`src/rtl/vram_addr_mux.sv`:
```
module vram_addr_mux #(
  parameter int AW = 16,
  parameter int DW = 8,
  parameter int RA_W = 5,
  parameter int CODE_W = 8,
  parameter int ROW_W = 4,
  parameter logic [15:0] CRTC_BASE = 16'hE880,
  parameter int CTRL_OFS = 8
) (
  input  logic                       clk,
  input  logic                       rst_n,
  input  logic                       phi2,
  input  logic [AW-1:0]              cpu_addr,
  input  logic [DW-1:0]              cpu_data,
  input  logic                       cpu_rw,
  input  logic [AW-3:0]              crt_ma,
  input  logic [RA_W-1:0]            crt_ra,
  input  logic [CODE_W-1:0]          char_code,
  input  logic                       hsync_in,
  input  logic                       vsync_in,
  output logic [AW-1:0]              ram_addr,
  output logic                       cpu_slot,
  output logic [1:0]                 charset,
  output logic [2+CODE_W+ROW_W-1:0]  glyph_addr,
  output logic                       hsync_out,
  output logic                       vsync_out
);
  localparam logic [AW-1:0] CTRL_ADDR = AW'(CRTC_BASE) + AW'(CTRL_OFS);
  localparam int CTRL_W = 7;
  localparam int LOW_W = AW - 4;

  logic [CTRL_W-1:0] ctrl;
  logic              ctrl_wr;
  logic [1:0]        bank;
  logic              hires;
  logic [AW-1:0]     vid_addr;
  logic [ROW_W-1:0]  glyph_row;

  assign ctrl_wr = phi2 && !cpu_rw && (cpu_addr == CTRL_ADDR);

  always_ff @(posedge clk or negedge rst_n) begin
    if (!rst_n) ctrl <= '0;
    else if (ctrl_wr) ctrl <= cpu_data[CTRL_W-1:0];
  end

  assign bank    = ctrl[1:0];
  assign charset = ctrl[3:2];
  assign hires   = ctrl[6];

  assign vid_addr = hires ? {bank, crt_ra[1:0], crt_ma[LOW_W-1:0]}
                          : {bank, crt_ma};

  assign cpu_slot = phi2;
  assign ram_addr = phi2 ? cpu_addr : vid_addr;

  assign glyph_row  = hires ? '0 : crt_ra[ROW_W-1:0];
  assign glyph_addr = {charset, char_code, glyph_row};

  assign hsync_out = hsync_in ^ ctrl[4];
  assign vsync_out = vsync_in ^ ctrl[5];
endmodule


```
`config.mk`:
```
export PLATFORM = sky130hd
export DESIGN_NAME = vram_addr_mux
export DESIGN_NICKNAME = d
export VERILOG_FILES = /design/src/rtl/vram_addr_mux.sv
export SDC_FILE = /design/constraint.sdc
export NUM_CORES = 1
export LEC_CHECK = 0
export ABC_AREA = 1
export BUFFER_PORTS_ARGS = -buffer_cell sky130_fd_sc_hd__buf_2
export CORE_ASPECT_RATIO = 1.25
export CORE_MARGIN = 4
export CORE_UTILIZATION = 37
export CTS_BUF_LIST = sky130_fd_sc_hd__clkbuf_8
export DETAILED_ROUTE_END_ITERATION = 12
export PLACE_DENSITY = 0.92
export SLEW_MARGIN = 5
export SYNTH_ARGS = -nofsm -noshare
export SYNTH_HDL_FRONTEND = slang
export SYNTH_SLANG_ARGS = --single-unit
export TNS_END_PERCENT = 20
```
`constraint.sdc`:
```
create_clock -name clk -period 1.7 [get_ports clk]
set_input_delay 0 -clock clk [delete_from_list [all_inputs] [get_ports clk]]
set_output_delay 0 -clock clk [all_outputs]
set_load 0.02 [all_outputs]
```
==> reports/results.tsv, run 1 <==
stage	metric	value	unit
cells_and_area	Reg with most FFs	ctrl	
yosys	largest area contributor in the netlist	nand2_1	
cells_and_area	registers with the highest flip-flop counts	ctrl x7	
yosys	synthesis warning total	0	
floorplanning	top-level I/O count	92	
timing	setup repair after global routing missed its margin	no	
global_routing	GR Layer Usage met3	3.27	%
global_routing	vias in the first global route	863	
worst_setup_path	sort of element at the end of the critical path	output port	
detailed_routing	vias per cell	4.38	
timing	final critical path time including I/O delays and setup	1.15	ns
timing	summed negative setup slack over all endpoints	0	ns
outcome	result of the run	finished clean	
timing	transition time at the pin with the least slew margin	0.331	ns
worst_setup_path	Max FO, Critical Path	9	
place	GP Congestion	0.757	
yosys	synthesized instance count	128	
global_routing	met2 track demand over resource	27.8	%
worst_setup_path	CP Launch Type	flop	
floorplanning	Die Footprint	2900	µm²
detailed_routing	Avg WL per Cell	10.3	µm
yosys	nets in the synthesized netlist	185	
cells_and_area	n_diodes	0	
cts	clk buf depth	2	
yosys	post-synthesis sequential element count	7	
pwr	Internal	0.408	mW
pwr	power per standard cell area	547	nW/µm²
pwr	switching share of power	32.2	%
place	Post-DP HPWL	1750	µm
place	number of buffers added on ports	73	
cts	CTS Buf Count	3	
worst_setup_path	type of the worst setup path	flop to output port	
detailed_routing	DRC marker count from the first detailed-route iteration	17	
yosys	post-synthesis cell type count	17	
cells_and_area	Largest register FFs	7	
timing	Hold Fails Final Rpt	0	
global_routing	overall fraction of global-route tracks in use	15.3	%
cells_and_area	Area Overhead vs Synth	41.5	%
timing	period utilization	67.5	%
detailed_routing	count of unresolved DRC violations after routing	0	
cts	TritonCTS clock tree	done	
global_routing	number of antenna violations at the first check in global routing	0	
cells_and_area	final net count	247	
pwr	Leak Pwr	0.731	nW
cts	number of levels the H-tree was split into	1	
yosys	area share of the largest cell type after synthesis	25.1	%
pwr	sequential cell fraction of total power	27.9	%
cells_and_area	layout cell share with drive strength beyond 1	46.6	%
worst_hold_path	Hold Crit Class	input port to output port	
cts	Clock Sink Count	7	
detailed_routing	final WL	2150	µm
detailed_routing	via count	916	
yosys	top area cells in the synthesized netlist	nand2_1 25%, dfrtp_1 23%, buf_4 14%	
worst_setup_path	CP Data Required Time	1.70	ns
floorplanning	total number of placement rows	18	
cts	clock root cell	clkbuf_8	
timing	number of setup violations in the final report	0	
global_routing	global-route congestion overflow total	0	
timing	Worst Skew	0	ns
pwr	worst vdd rail ir drop	0.241	mV
timing	Fmax	871	MHz
yosys	per-instance average area after synthesis	6.07	µm²
yosys	netlist area before placement	777	µm²
job	number of max-capacitance violations reported	0	
pwr	power dissipated by switching net loads	0.194	mW
detailed_routing	Antenna Violating Nets Remaining	0	
timing	Max Transition Viols Final	0	
global_routing	wire length of the first global-routing pass	3580	µm
yosys	sequential element share of the synthesized area	22.5	%
global_routing	GRT met1 Usage	16.7	%
floorplanning	core region area	1980	µm²
global_routing	pin count of the biggest net entering global routing	23	
cts	clock network latency to the later pin of the worst-skew pair	0.22	ns
floorplanning	initial core utilization	39.2	%
floorplanning	height of the chip	59.2	µm
timing	worst relative slew slack	77.9	%
floorplanning	x dimension of the die	49.0	µm
cts	number of gates resized after cts	0	
detailed_routing	1st-pass router iterations	4	
pwr	relative contribution of combinational cells to total power	34.4	%
worst_setup_path	Data arrival, critical path	1.15	ns
global_routing	most heavily used metal layer in global routing	met2	
timing	final worst hold slack	0.00000777	ns
cts	CTS clock-pin slew for the worst setup and hold paths	0.04	ns
pwr	clock network power share	37.8	%
cells by family after synthesis:
kind of cell           share of synthesized area [%]
AO/OA/AOI/OAI                                   6.76
XOR/XNOR                                        2.25
buffers and inverters                           22.5
flip-flops                                      22.5
AND/OR/NAND/NOR                                 45.9
stage by stage:
stage	cell area, µm²	total power, mW	cells	setup slack (ns)	util, %
final	1100	0.601	209	0.552	55.5
after global routing	1100	0.647	209	0.419	55.5
after CTS	1100	0.609	209	0.536	55.5
after detailed placement	1040	0.376	204	0.746	52.7
after global placement	1040	0.373	204	0.780	52.7
after floorplan	777	0.308	128	0.617	-
Yosys cell counts, drive strengths merged:
cell and count:
o21ai 9, xor2 2, nand3 10, inv 14, dfrtp 7, nor2 14, o211ai 1, nand2 54
buf 17
metal layers:
layer | wire (µm) | vias up
li1 | - | 502
met1 | 815 | 371
met3 | 226 | 4
met4 | 13 | 0
met2 | 1100 | 39
met5 | 0 | -
critical path, stage by stage (launching register included):
cell,delay (ns)
dfrtp_1,0.46
nand2_1,0.09
o21ai_0,0.07
o21ai_0,0.13
buf_2,0.18
power by group through the flow:
stage	clock network, mW	registers [mW]	logic, mW
2_1_floorplan	0	0.170	0.138
3_3_place_gp	0	0.170	0.204
3_5_place_dp	0	0.170	0.207
4_1_cts	0.233	0.167	0.209
5_1_grt	0.250	0.167	0.229
6_report	0.227	0.167	0.207
final timing paths:
| kind | start | slack, ns | depth (start not counted) | end |
|---|---|---|---|---|
| setup reg to reg | ctrl[6]$_DFFE_PN0P_ | 0.99 | 2 | ctrl[6]$_DFFE_PN0P_ |
| min in group asynchronous | rst_n | 0.13 | 2 | ctrl[2]$_DFFE_PN0P_ |
| hold / removal | char_code[5] | 0.000008 | 0 | glyph_addr[9] |
| max in group asynchronous | rst_n | 1.42 | 2 | ctrl[4]$_DFFE_PN0P_ |
| setup / recovery | ctrl[6]$_DFFE_PN0P_ | 0.55 | 4 | ram_addr[13] |
| hold reg to reg | ctrl[1]$_DFFE_PN0P_ | 0.49 | 2 | ctrl[1]$_DFFE_PN0P_ |
cells in the final DEF (no fill, tap or decap):
cell	count
nor2_8	1
o211ai_1	1
o21ai_0	3
nand2_2	2
buf_2	73
o21ai_1	6
nor2_2	1
nand3_1	9
dlygate4sd3_1	1
nand3_4	1
xor2_1	2
dfrtp_1	7
nor2_4	2
clkbuf_8	3
nor2_1	10
inv_2	5
inv_1	10
nand2_1	52
cell type report:
type | count | area, µm²
inverter | 14 | 52.6
clock buffer | 3 | 41.3
sequential | 7 | 175
multi-input combinational | 90 | 427
fill | 214 | 882
clock inverter | 1 | 3.75
tap | 20 | 25.0
timing repair buffer | 74 | 375
timing repair:
action,4_1_cts,5_1_grt
hold buffers,1,0
endpoints found under the hold margin,7,0
buffers inserted,0,0
Power figures use the tool's default switching activity.
==> run 2, diff against run 1 <==
CORE_UTILIZATION = 31   (was 37)
PLACE_DENSITY = 0.82   (was 0.92)
clock period = 1 ns   (was 1.7 ns; I/O delays follow)
==> run 2 against run 1 <==
Compared with the run above:
- the run now ends with setup timing left
- sequential share of layout area decreased by 0.75 points
- first-iteration DRC count increased by 35%
- sequential power increased by 71%
- largest cell class unchanged
- highest routed layer unchanged
==> reports/results.tsv, run 2 (synthesized netlist as in run 1, its figures left out) <==
stage	metric	value	unit
floorplanning	top-level I/O count	92	
timing	period utilization	106	%
floorplanning	total number of placement rows	20	
floorplanning	height of the chip	64.0	µm
cells_and_area	most common library cell in the layout ignoring fill and taps	buf_2	
cts	CTS clock-pin slew for the worst setup and hold paths	0.04	ns
detailed_routing	DRC marker count from the first detailed-route iteration	23	
worst_setup_path	setup slack on the worst flop-to-flop path	0.21	ns
worst_setup_path	Data arrival, critical path	1.06	ns
cells_and_area	storage element area	176	µm²
global_routing	number of antenna violations at the first check in global routing	0	
detailed_routing	1st-pass router iterations	4	
pwr	worst vdd rail ir drop	0.348	mV
detailed_routing	Avg WL per Cell	10.0	µm
floorplanning	x dimension of the die	52.8	µm
detailed_routing	top layer in use	met4	
worst_setup_path	Max FO, Critical Path	6	
place	Post-DP HPWL	1910	µm
job	number of max-capacitance violations reported	0	
cts	clock network latency to the later pin of the worst-skew pair	0.22	ns
detailed_routing	M1 wire length	881	µm
cts	CTS Buf Count	3	
floorplanning	initial core utilization	32.0	%
cells_and_area	Largest register FFs	7	
pwr	relative contribution of combinational cells to total power	35.4	%
timing	final worst hold slack	0.00000883	ns
outcome	violations in the final reports	setup timing	
floorplanning	core region area	2430	µm²
worst_setup_path	type of the worst setup path	flop to output port	
cells_and_area	post-route insts no fill	226	
worst_setup_path	sum of buffers and inverters on the critical path	1	
cells_and_area	Filler cells	276	
cells_and_area	commonest cells after routing, fill and taps aside	68 x buf_2, 52 x nand2_1, 10 x inv_1, 10 x nor2_1, 9 x nand3_1	
place	GP Congestion	0.773	
global_routing	pin count of the biggest net entering global routing	23	
pwr	power dissipated by switching net loads	0.332	mW
timing	Fmax	944	MHz
place	# placed instances	220	
floorplanning	Die Footprint	3380	µm²
pwr	clock network power share	37.2	%
worst_setup_path	Crit path max-delay family	flip-flops	
timing	Hold Fails Final Rpt	0	
worst_setup_path	worst path cell trace	o211ai_1, o21ai_1, buf_4	
global_routing	vias in the first global route	877	
timing	worst path setup slack after routing	-0.0596	ns
worst_setup_path	Critical-path top delay cell	dfrtp_2	
place	worst setup slack after placement	0.140	ns
worst_setup_path	sort of element at the end of the critical path	output port	
cells_and_area	Reg with most FFs	ctrl	
timing	Worst Skew	0	ns
pwr	sequential cell fraction of total power	27.4	%
pwr	power per standard cell area	893	nW/µm²
timing	Max Transition Viols Final	0	
worst_setup_path	CP Launch Type	flop	
timing	setup repair after global routing missed its margin	yes	
pwr	switching share of power	32.0	%
detailed_routing	count of unresolved DRC violations after routing	0	
global_routing	overall fraction of global-route tracks in use	13.3	%
timing	final critical path time including I/O delays and setup	1.06	ns
timing	transition time at the pin with the least slew margin	0.336	ns
detailed_routing	vias per cell	4.26	
outcome	result of the run	finished with violations	
timing	worst relative slew slack	77.5	%
cts	Clock Sink Count	7	
pwr	Leak Pwr	0.754	nW
place	number of buffers added on ports	73	
worst_hold_path	Hold Crit Class	input port to output port	
detailed_routing	routed length on met3	180	µm
detailed_routing	via count	962	
cells_and_area	combined area of the multi-input logic cells	427	µm²
cells_and_area	n_diodes	0	
timing	summed negative setup slack over all endpoints	-0.241	ns
cts	clock root cell	clkbuf_8	
cts	Post CTS Setup Buffer Count	0	
cts	number of levels the H-tree was split into	1	
detailed_routing	final WL	2260	µm
worst_setup_path	Worst path max stage delay	0.43	ns
timing	number of setup violations in the final report	5	
detailed_routing	routed length on met2	1160	µm
cts	clk buf depth	2	
global_routing	wire length of the first global-routing pass	3470	µm
detailed_routing	Antenna Violating Nets Remaining	0	
cells_and_area	layout cell share with drive strength beyond 1	47.7	%
pwr	Internal	0.706	mW
global_routing	global-route congestion overflow total	0	
cells_and_area	Area Overhead vs Synth	49.6	%
cells_and_area	registers with the highest flip-flop counts	ctrl x7	
cts	TritonCTS clock tree	done	
worst_setup_path	CP Data Required Time	1.00	ns
cells_and_area	final net count	251	
run 2: power groups by stage:
stage | Combinational [mW] | Sequential, mW | Clock, mW
after CTS | 0.372 | 0.285 | 0.396
after global placement | 0.352 | 0.289 | 0
after floorplan | 0.235 | 0.289 | 0
after global routing | 0.405 | 0.284 | 0.410
final | 0.368 | 0.285 | 0.386
after detailed placement | 0.358 | 0.289 | 0
run 2: stage by stage:
stage,util [%],instance area (µm²),power (mW)
2_1_floorplan,-,777,0.524
3_3_place_gp,44.6,1080,0.641
3_5_place_dp,44.6,1080,0.646
5_1_grt,47.9,1160,1.10
6_report,47.9,1160,1.04
4_1_cts,47.8,1160,1.05
run 2: final cells by class:
cell class                 instances  share of cell area [%]
clock buffer                       3                    3.55
multi-input combinational         90                    36.7
timing repair buffer              78                    36.2
tap                               33                    3.55
inverter                          14                    4.52
sequential                         7                    15.2
clock inverter                     1                   0.323
run 2: final timing paths:
path,start,end,cells after the start
max,ctrl[6]$_DFFE_PN0P_,ram_addr[12],3
min,char_code[4],glyph_addr[8],0
max reg2reg,ctrl[6]$_DFFE_PN0P_,ctrl[6]$_DFFE_PN0P_,3
min reg2reg,ctrl[0]$_DFFE_PN0P_,ctrl[0]$_DFFE_PN0P_,2
max in group asynchronous,rst_n,ctrl[6]$_DFFE_PN0P_,2
min in group asynchronous,rst_n,ctrl[3]$_DFFE_PN0P_,2
run 2: repair_timing:
| item | in CTS | in global routing |
|---|---|---|
| resized for setup | 6 | 1 |
| hold buffers | 2 | 0 |
| pin swaps | 3 | 1 |
| endpoints found under the hold margin | 8 | 0 |
| setup endpoints to repair | 5 | 5 |
run 2: layer usage:
layer | global-route usage (%) | up-vias
li1 | - | 505
met1 | 15.0 | 409
met2 | 22.7 | 40
met3 | 1.86 | 8
met4 | 8.31 | 0
met5 | 0 | -
==> run 3, diff against run 2 <==
PLACE_DENSITY = 0.79   (was 0.82)
SKIP_CTS_REPAIR_TIMING = 1   (was not set)
==> run 3 against run 2 <==
Compared with the run above:
- via count shrank 2.1%
- power shrank 1.4%
- largest power group unchanged
- highest routed layer unchanged
- maximum frequency shrank 0.18%
- wire length shrank 3.1%
- clock skew is the same
- clock-buffer cell count is the same
- global-route usage shrank 0.65 points
- sequential cell count is the same
- critical endpoint unchanged
- the flow still finishes with violations (setup timing)
==> reports/results.tsv, run 3 (synthesized netlist as in run 1, its figures left out) <==
stage	metric	value	unit
outcome	result of the run	finished with violations	
outcome	violations in the final reports	setup timing	
detailed_routing	count of unresolved DRC violations after routing	0	
timing	Hold Fails Final Rpt	0	
timing	number of setup violations in the final report	5	
detailed_routing	1st-pass router iterations	3	
cts	Clock Sink Count	7	
cells_and_area	Largest register FFs	7	
detailed_routing	Avg WL per Cell	9.78	µm
worst_setup_path	R2R Path Start	ctrl[6]$_DFFE_PN0P_	
worst_setup_path	CP Launch Type	flop	
pwr	power per standard cell area	894	nW/µm²
pwr	Leak Pwr	0.744	nW
cts	CTS Buf Count	3	
cells_and_area	layout cell share with drive strength beyond 1	47.6	%
worst_setup_path	capturing point of the worst reg2reg path	ctrl[6]$_DFFE_PN0P_	
floorplanning	x dimension of the die	52.8	µm
worst_hold_path	endpoint with the worst hold slack	glyph_addr[4]	
worst_setup_path	CP Data Required Time	1.00	ns
cells_and_area	Area Overhead vs Synth	47.3	%
cells_and_area	post-route insts no fill	224	
timing	final worst hold slack	0.00000885	ns
floorplanning	top-level I/O count	92	
cts	TritonCTS clock tree	done	
timing	period utilization	106	%
timing	Max Transition Viols Final	0	
worst_setup_path	setup slack on the worst flop-to-flop path	0.21	ns
global_routing	global-route congestion overflow total	0	
timing	summed negative setup slack over all endpoints	-0.233	ns
cts	number of levels the H-tree was split into	1	
cells_and_area	final net count	249	
worst_setup_path	Max FO, Critical Path	6	
cells_and_area	n_diodes	0	
global_routing	wire length of the first global-routing pass	3330	µm
place	GP Congestion	0.720	
cts	CTS clock-pin slew for the worst setup and hold paths	0.04	ns
timing	transition time at the pin with the least slew margin	0.319	ns
worst_setup_path	type of the worst setup path	flop to output port	
detailed_routing	Antenna Violating Nets Remaining	0	
cells_and_area	Reg with most FFs	ctrl	
cells_and_area	most common library cell in the layout ignoring fill and taps	buf_2	
pwr	Tot Pwr	1.02	mW
worst_setup_path	cell depth of the worst flop-to-flop path	3	
detailed_routing	vias per cell	4.21	
worst_hold_path	Hold Crit Class	input port to output port	
cts	clk buf depth	2	
detailed_routing	DRC marker count from the first detailed-route iteration	8	
cells_and_area	Filler cells	278	
place	# placed instances	219	
pwr	worst vdd rail ir drop	0.299	mV
job	number of max-capacitance violations reported	0	
cells_and_area	commonest cells after routing, fill and taps aside	68 x buf_2, 52 x nand2_1, 10 x inv_1, 10 x nor2_1, 9 x nand3_1	
detailed_routing	final WL	2190	µm
cells_and_area	combined area of the multi-input logic cells	427	µm²
global_routing	number of antenna violations at the first check in global routing	0	
floorplanning	total number of placement rows	20	
global_routing	overall fraction of global-route tracks in use	12.7	%
worst_setup_path	Data arrival, critical path	1.06	ns
global_routing	vias in the first global route	852	
cts	clock root cell	clkbuf_8	
cells_and_area	share of the core filled with cells	47.2	%
place	Post-DP HPWL	1870	µm
detailed_routing	via count	942	
cells_and_area	storage element area	176	µm²
floorplanning	height of the chip	64.0	µm
timing	final critical path time including I/O delays and setup	1.06	ns
timing	Fmax	942	MHz
timing	Worst Skew	0	ns
floorplanning	Die Footprint	3380	µm²
global_routing	pin count of the biggest net entering global routing	23	
cts	clock network latency to the later pin of the worst-skew pair	0.22	ns
worst_hold_path	worst hold start	char_code[0]	
cells_and_area	registers with the highest flip-flop counts	ctrl x7	
place	number of buffers added on ports	73	
timing	worst path setup slack after routing	-0.0615	ns
worst_setup_path	sort of element at the end of the critical path	output port	
timing	setup repair after global routing missed its margin	yes	
floorplanning	initial core utilization	32.0	%
worst_hold_path	Hold Path Depth	0	
timing	worst relative slew slack	78.7	%
floorplanning	core region area	2430	µm²
-- run 3: area by class of cell --
cell class	count	share of cell area [%]
multi-input combinational	90	37.3
inverter	14	4.59
timing repair buffer	76	35.2
sequential	7	15.4
clock buffer	3	3.61
tap	33	3.61
clock inverter	1	0.328
-- run 3: worst max-delay path: stages, from the launching register on --
cell	delay, ns
dfrtp_2	0.43
o211ai_1	0.16
o21ai_1	0.08
buf_4	0.17
-- run 3: power breakdown --
part           internal [mW]  switching (mW)
registers              0.285       0.0000411
logic                  0.153           0.209
clock network          0.264           0.112
-- run 3: worst max path at each step --
stage | startpoint | end | slack, ns | cells after the start
final | ctrl[6]$_DFFE_PN0P_ | ram_addr[12] | -0.06 | 3
after detailed placement | cpu_addr[5] | ctrl[0]$_DFFE_PN0P_ | 0.12 | 7
after global placement | cpu_addr[5] | ctrl[4]$_DFFE_PN0P_ | 0.13 | 7
after floorplan | ctrl[6]$_DFFE_PN0P_ | ram_addr[13] | 0.06 | 4
after global routing | ctrl[6]$_DFFE_PN0P_ | ram_addr[12] | -0.12 | 3
after CTS | ctrl[6]$_DFFE_PN0P_ | ram_addr[13] | -0.09 | 4
-- run 3: routing by layer --
| layer | track usage [%] | wire length (µm) | vias up |
|---|---|---|---|
| met5 | 0 | 0 | - |
| met4 | 7.35 | 57 | 0 |
| met3 | 1.86 | 193 | 12 |
| met2 | 23.1 | 1140 | 39 |
| met1 | 13.1 | 801 | 388 |
| li1 | - | - | 503 |
-- run 3: metrics by stage --
stage	worst slack, ns	cell area [µm²]
6_report	-0.0615	1140
5_1_grt	-0.120	1140
4_1_cts	-0.0930	1120
3_5_place_dp	0.116	1080
3_3_place_gp	0.131	1080
2_1_floorplan	0.0638	777
